$ cat src/rtl/dotmatrix_pkg.sv
package dotmatrix_pkg;

    typedef enum logic [2:0] {
        SQ_FETCH,
        SQ_SHIFT,
        SQ_PRE,
        SQ_LATCH,
        SQ_POST,
        SQ_SHOW
    } seq_state_t;

    typedef enum logic [1:0] {
        SER_IDLE,
        SER_LOW,
        SER_HIGH
    } ser_state_t;

endpackage

$ cat src/rtl/frame_store.sv
module frame_store #(
    parameter int ROWS = 7,
    parameter int RW   = 3,
    parameter int COLS = 30
) (
    input  logic            clk,
    input  logic            rst_n,
    input  logic            wr_en,
    input  logic [RW-1:0]   wr_row,
    input  logic [COLS-1:0] wr_data,
    input  logic [RW-1:0]   rd_row,
    output logic [COLS-1:0] rd_data
);
    logic [COLS-1:0] mem [ROWS];

    for (genvar r = 0; r < ROWS; r++) begin : g_row
        logic hit;
        assign hit = wr_en && (wr_row == RW'(r));
        always_ff @(posedge clk) begin
            if (!rst_n) begin
                mem[r] <= '0;
            end else if (hit) begin
                mem[r] <= wr_data;
            end
        end
    end

    always_comb begin
        rd_data = '0;
        for (int r = 0; r < ROWS; r++) begin
            if (rd_row == RW'(r)) begin
                rd_data = mem[r];
            end
        end
    end
endmodule

$ cat src/rtl/column_packer.sv
module column_packer #(
    parameter int COLS = 30,
    parameter int NDRV = 2,
    parameter int DRVW = 16
) (
    input  logic [COLS-1:0]      cols,
    output logic [NDRV*DRVW-1:0] word
);
    localparam int CPD = COLS / NDRV;
    localparam int PAD = DRVW - CPD;

    for (genvar d = 0; d < NDRV; d++) begin : g_drv
        assign word[d*DRVW +: DRVW] = {cols[d*CPD +: CPD], {PAD{1'b0}}};
    end
endmodule

$ cat src/rtl/bit_serializer.sv
module bit_serializer
    import dotmatrix_pkg::*;
#(
    parameter int W     = 32,
    parameter int SHALF = 2
) (
    input  logic         clk,
    input  logic         rst_n,
    input  logic         start,
    input  logic [W-1:0] word,
    output logic         sclk,
    output logic         sdata,
    output logic         done
);
    localparam int TW = (SHALF > 1) ? $clog2(SHALF) : 1;
    localparam int IW = $clog2(W);

    ser_state_t    st;
    logic [TW-1:0] tmr;
    logic [IW-1:0] idx;
    logic [W-1:0]  sreg;
    logic          last_fall;

    assign last_fall = (st == SER_HIGH) && (tmr == '0) && (idx == IW'(W - 1));

    always_ff @(posedge clk) begin
        if (!rst_n) begin
            st   <= SER_IDLE;
            tmr  <= '0;
            idx  <= '0;
            sreg <= '0;
        end else begin
            unique case (st)
                SER_IDLE: begin
                    if (start) begin
                        sreg <= word;
                        idx  <= '0;
                        tmr  <= TW'(SHALF - 1);
                        st   <= SER_LOW;
                    end
                end
                SER_LOW: begin
                    if (tmr == '0) begin
                        tmr <= TW'(SHALF - 1);
                        st  <= SER_HIGH;
                    end else begin
                        tmr <= tmr - 1'b1;
                    end
                end
                SER_HIGH: begin
                    if (tmr != '0) begin
                        tmr <= tmr - 1'b1;
                    end else if (idx == IW'(W - 1)) begin
                        st <= SER_IDLE;
                    end else begin
                        idx  <= idx + 1'b1;
                        sreg <= {sreg[W-2:0], 1'b0};
                        tmr  <= TW'(SHALF - 1);
                        st   <= SER_LOW;
                    end
                end
                default: st <= SER_IDLE;
            endcase
        end
    end

    always_comb begin
        sclk  = (st == SER_HIGH);
        sdata = sreg[W-1];
        done  = last_fall;
    end
endmodule

$ cat src/rtl/row_sequencer.sv
module row_sequencer
    import dotmatrix_pkg::*;
#(
    parameter int ROWS   = 7,
    parameter int RW     = 3,
    parameter int SETTLE = 4,
    parameter int LATCHW = 4,
    parameter int DWELL  = 125000
) (
    input  logic          clk,
    input  logic          rst_n,
    input  logic          ser_done,
    output logic          ser_start,
    output logic [RW-1:0] fetch_row,
    output logic          latch,
    output logic          row_on,
    output logic [RW-1:0] row_sel
);
    localparam int TMAX = (DWELL > SETTLE) ? ((DWELL > LATCHW) ? DWELL : LATCHW)
                                           : ((SETTLE > LATCHW) ? SETTLE : LATCHW);
    localparam int TW   = $clog2(TMAX + 1);

    seq_state_t    st;
    logic [TW-1:0] tmr;
    logic [RW-1:0] cur;
    logic [RW-1:0] shown;

    always_ff @(posedge clk) begin
        if (!rst_n) begin
            st    <= SQ_FETCH;
            tmr   <= '0;
            cur   <= '0;
            shown <= '0;
        end else begin
            unique case (st)
                SQ_FETCH: st <= SQ_SHIFT;
                SQ_SHIFT: begin
                    if (ser_done) begin
                        tmr <= TW'(SETTLE - 1);
                        st  <= SQ_PRE;
                    end
                end
                SQ_PRE: begin
                    if (tmr == '0) begin
                        tmr <= TW'(LATCHW - 1);
                        st  <= SQ_LATCH;
                    end else begin
                        tmr <= tmr - 1'b1;
                    end
                end
                SQ_LATCH: begin
                    if (tmr == '0) begin
                        tmr <= TW'(SETTLE - 1);
                        st  <= SQ_POST;
                    end else begin
                        tmr <= tmr - 1'b1;
                    end
                end
                SQ_POST: begin
                    if (tmr == '0) begin
                        tmr   <= TW'(DWELL - 1);
                        shown <= cur;
                        st    <= SQ_SHOW;
                    end else begin
                        tmr <= tmr - 1'b1;
                    end
                end
                SQ_SHOW: begin
                    if (tmr == '0) begin
                        cur <= (cur == RW'(ROWS - 1)) ? '0 : cur + 1'b1;
                        st  <= SQ_FETCH;
                    end else begin
                        tmr <= tmr - 1'b1;
                    end
                end
                default: st <= SQ_FETCH;
            endcase
        end
    end

    always_comb begin
        ser_start = (st == SQ_FETCH);
        latch     = (st == SQ_LATCH);
        row_on    = (st == SQ_SHOW);
        fetch_row = cur;
        row_sel   = shown;
    end
endmodule

$ cat src/rtl/dotmatrix_scanner.sv
module dotmatrix_scanner #(
    parameter int ROWS       = 7,
    parameter int RW         = 3,
    parameter int COLS       = 30,
    parameter int NDRV       = 2,
    parameter int DRVW       = 16,
    parameter int SCLK_HALF  = 2,
    parameter int SETTLE     = 4,
    parameter int LATCH_W    = 4,
    parameter int DWELL      = 125000
) (
    input  logic            clk,
    input  logic            rst_n,
    input  logic            wr_en,
    input  logic [RW-1:0]   wr_row,
    input  logic [COLS-1:0] wr_data,
    output logic            ser_clk,
    output logic            ser_data,
    output logic            drv_latch,
    output logic [RW-1:0]   row_sel,
    output logic            row_on
);
    localparam int CHAIN = NDRV * DRVW;

    logic [RW-1:0]    fetch_row;
    logic [COLS-1:0]  row_pat;
    logic [CHAIN-1:0] row_word;
    logic             ser_start;
    logic             ser_done;

    frame_store #(.ROWS(ROWS), .RW(RW), .COLS(COLS)) u_store (
        .clk     (clk),
        .rst_n   (rst_n),
        .wr_en   (wr_en),
        .wr_row  (wr_row),
        .wr_data (wr_data),
        .rd_row  (fetch_row),
        .rd_data (row_pat)
    );

    column_packer #(.COLS(COLS), .NDRV(NDRV), .DRVW(DRVW)) u_pack (
        .cols (row_pat),
        .word (row_word)
    );

    bit_serializer #(.W(CHAIN), .SHALF(SCLK_HALF)) u_ser (
        .clk   (clk),
        .rst_n (rst_n),
        .start (ser_start),
        .word  (row_word),
        .sclk  (ser_clk),
        .sdata (ser_data),
        .done  (ser_done)
    );

    row_sequencer #(
        .ROWS(ROWS), .RW(RW), .SETTLE(SETTLE), .LATCHW(LATCH_W), .DWELL(DWELL)
    ) u_seq (
        .clk       (clk),
        .rst_n     (rst_n),
        .ser_done  (ser_done),
        .ser_start (ser_start),
        .fetch_row (fetch_row),
        .latch     (drv_latch),
        .row_on    (row_on),
        .row_sel   (row_sel)
    );
endmodule

$ cat config.mk
export PLATFORM = sky130hd
export DESIGN_NAME = dotmatrix_scanner
export DESIGN_NICKNAME = d
export VERILOG_FILES = /design/src/rtl/dotmatrix_pkg.sv /design/src/rtl/frame_store.sv /design/src/rtl/column_packer.sv /design/src/rtl/bit_serializer.sv /design/src/rtl/row_sequencer.sv /design/src/rtl/dotmatrix_scanner.sv
export SDC_FILE = /design/constraint.sdc
export NUM_CORES = 1
export LEC_CHECK = 0
export BUFFER_PORTS_ARGS = -buffer_cell sky130_fd_sc_hd__buf_4
export CAP_MARGIN = 15
export CORE_MARGIN = 5
export CORE_UTILIZATION = 50
export CTS_CLUSTER_SIZE = 25
export DETAILED_ROUTE_END_ITERATION = 8
export HOLD_SLACK_MARGIN = 0.06
export PLACE_DENSITY_LB_ADDON = 0.15
export SLEW_MARGIN = 40
export SYNTH_ARGS = -nofsm -noshare
export SYNTH_HDL_FRONTEND = slang
export SYNTH_SLANG_ARGS = --single-unit
$ cat constraint.sdc
create_clock -name clk -period 4.04 [get_ports clk]
set_input_delay 0.404 -clock clk [delete_from_list [all_inputs] [get_ports clk]]
set_output_delay 0.404 -clock clk [all_outputs]
set_load 0.005 [all_outputs]
==> qor.csv <==
metric,value,unit
clock_skew,0.01269,ns
drtIter0Drc,736,
tritoncts_num_sinks,275,
period_share,0.6915,
n_antenna_cell,0,
cts_resized,0,
cts_setup_buffers,0,
worst_setup_path_end_kind,flip-flop,
tightest_slew,0.7913,ns
final_common_cell,and2_1,
rsz0062_at_grt,no,
ys_ff_latch,275,
ys_warn_count,0,
crit_fanout,16,
nets,1154,
grt_usage,0.2205,
grt_pass1_wl,50.11,mm
yosysSeqAreaShare,0.5920,
place_ws,1.238,ns
gp_congestion,0.8929,
syn-num-nets,1132,
areaGrowthSynthToFinish,14.15,%
drive_above_1_share,0.1608,
via_per_inst,5.873,
critical_path_arrival,3.24,ns
synth_edf_count,210,
powerDensity,482.4,nW/um2
critical_path_required,4.48,ns
worst_slack,1.247,ns
dp_hpwl,19.29,mm
synth.cell_area,12850,um2
wl,32.02,mm
cts_tree,done,
leakage,0.005098,uW
cts_buffer_depth,3,
wl_per_cell,21.90,um
setup_viol,0,
holdBufCountCts,0,
ir_drop,0.3721,mV
rows,58,
slew_headroom,0.4681,
synthCells,1086,
die_width,170.3,um
min_path_type,in -> reg,
async_reset_ff_frac,0,
syn_area_per_cell,11.83,um2
drv_cap,0,
power.total,7076,uW
synth_cell_types,58,
fin_tns_setup,0,ns
numCtsBuffers,30,
hold_viol,0,
grt_pass1_vias,8611,
synthFlopType,edfxtp_1,
period_needed,2.793,ns
core,25250,um2
cp-start-kind,flip-flop,
cts_max_level,1,
worstSkewPairLatency,0.55,ns
die-area,29010,um2
path_class,reg -> reg,
synth.top_cell.area_share,0.4907,
grt_start_max_net_pins,44,
instances_no_fill,1462,
io_buffers,42,
cts_root_buffer,clkbuf_16,
initial_core_util,0.5089,
antenna_found_initial,0,
grt_remaining_overflow,0,
layout_common_cells,"and2_1 (215), edfxtp_1 (210), buf_4 (71), dfxtp_1 (63), o21ai_0 (60)",
die_h,170.3,um
slew_violations,0,
antenna_left,0,
vias,8587,
timing.fmax,0.3580,GHz
drc,0,
ys_top_cells_by_area,"edfxtp_1 (49%), and2_1 (10%), dfxtp_1 (10%), mux2i_1 (2.9%), mux2_2 (2.6%)",
io_pins,43,
num-fill-cells,2076,
dpl.cell_count,1405,
status,"complete, no violations",
firstDrtPassIters,5,
yosysTopAreaCell,edfxtp_1,
cts.clk_slew.worst_paths,0.06,ns
-- state kept, by name, indices dropped and copies added, names as in the netlist --
name,count
u_seq.tmr,17
u_seq.row_sel,3
u_ser.sreg,31
u_seq.st,3
u_seq.fetch_row,3
u_ser.tmr,1
u_ser.st,2
u_ser.idx,5
u_store.mem,210
-- through the flow --
step / instance area, um2 / utilization / hold slack (ns)
2_1_floorplan: 12850 / - / 0.4448
3_3_place_gp: 13590 / 0.5383 / 0.4389
3_5_place_dp: 13610 / 0.5389 / 0.4602
4_1_cts: 14650 / 0.5802 / 0.1639
5_1_grt: 14670 / 0.5809 / 0.1724
6_report: 14670 / 0.5809 / 0.1785
-- critical path, stage by stage (launching register included) --
cell and delay, ns:
dfxtp_1 0.36, inv_1 0.10, ha_1 0.16, nor4b_2 0.41
nand4_1 0.68, o21ai_1 0.66, a21oi_1 0.08, o221a_1 0.24
-- metal layers --
| layer | part of all wire | vias up | GRT usage |
|---|---|---|---|
| li1 | - | 4081 | - |
| met1 | 0.46 | 4250 | 0.3161 |
| met2 | 0.46 | 206 | 0.3487 |
| met3 | 0.049 | 50 | 0.03926 |
| met4 | 0.024 | 0 | 0.06042 |
| met5 | 0 | - | 0 |
-- area by class of cell --
cell class	instances	area, um2	area share
Tap cell	330	412.9	0.02815
Clock buffer	39	845.8	0.05766
Clock inverter	17	196.4	0.01339
Sequential cell	275	7612	0.5189
Inverter	10	37.54	0.002559
Multi-Input combinational cell	718	5001	0.3409
Timing Repair Buffer	73	563.0	0.03838
-- cell families (layout without fill, tap and decap cells) --
kind of cell / after synthesis / after routing / share of synthesized area
compound gates: 252 / 252 / 0.1340
xor+xnor: 11 / 11 / 0.007497
fa+ha+maj: 10 / 10 / 0.009736
buf+inv: 93 / 139 / 0.02823
flops: 275 / 275 / 0.5920
mux: 67 / 67 / 0.05511
simple gates: 378 / 378 / 0.1735
-- final timing paths --
check,slack [ns],startpoint,endpoint,cells past startpoint
max,1.25,u_seq.tmr[0],u_seq.tmr[16],7
min reg2reg,0.46,u_seq.row_sel[1],u_seq.row_sel[1],2
max reg2reg,1.25,u_seq.tmr[0],u_seq.tmr[16],7
min,0.18,wr_data[28],u_store.mem[0][58],2
-- synth_stat cells, types with 3 or more instances --
library cell	n
mux2_2	30
mux2i_1	37
edfxtp_1	210
o211ai_1	11
buf_2	11
inv_1	10
o22a_1	18
a22oi_1	21
nor4_1	4
nand2_1	39
a211o_1	6
ha_1	10
nor3_1	10
and2_1	215
o311a_1	3
o31ai_1	6
clkbuf_1	66
nor4b_1	8
and3_1	4
o2bb2ai_1	12
or3_1	3
nor2b_1	8
nand3_1	8
nand4_1	3
nor2_1	42
o22ai_1	24
o21ai_1	3
or2_2	3
nor3b_1	7
o21ai_0	65
xor2_1	10
nor4_2	3
o2111ai_1	5
a31oi_1	3
a221oi_1	30
dfxtp_1	65
nand2b_1	10
a21oi_1	33
buf_1	6
-- power by group --
group / total [uW] / internal [uW] / switching, uW
Sequential: 3410 / 3300 / 116
Clock: 2840 / 1730 / 1110
Combinational: 821 / 310 / 510
Total: 7080 / 5330 / 1740
(Power assumes the default switching activity.)
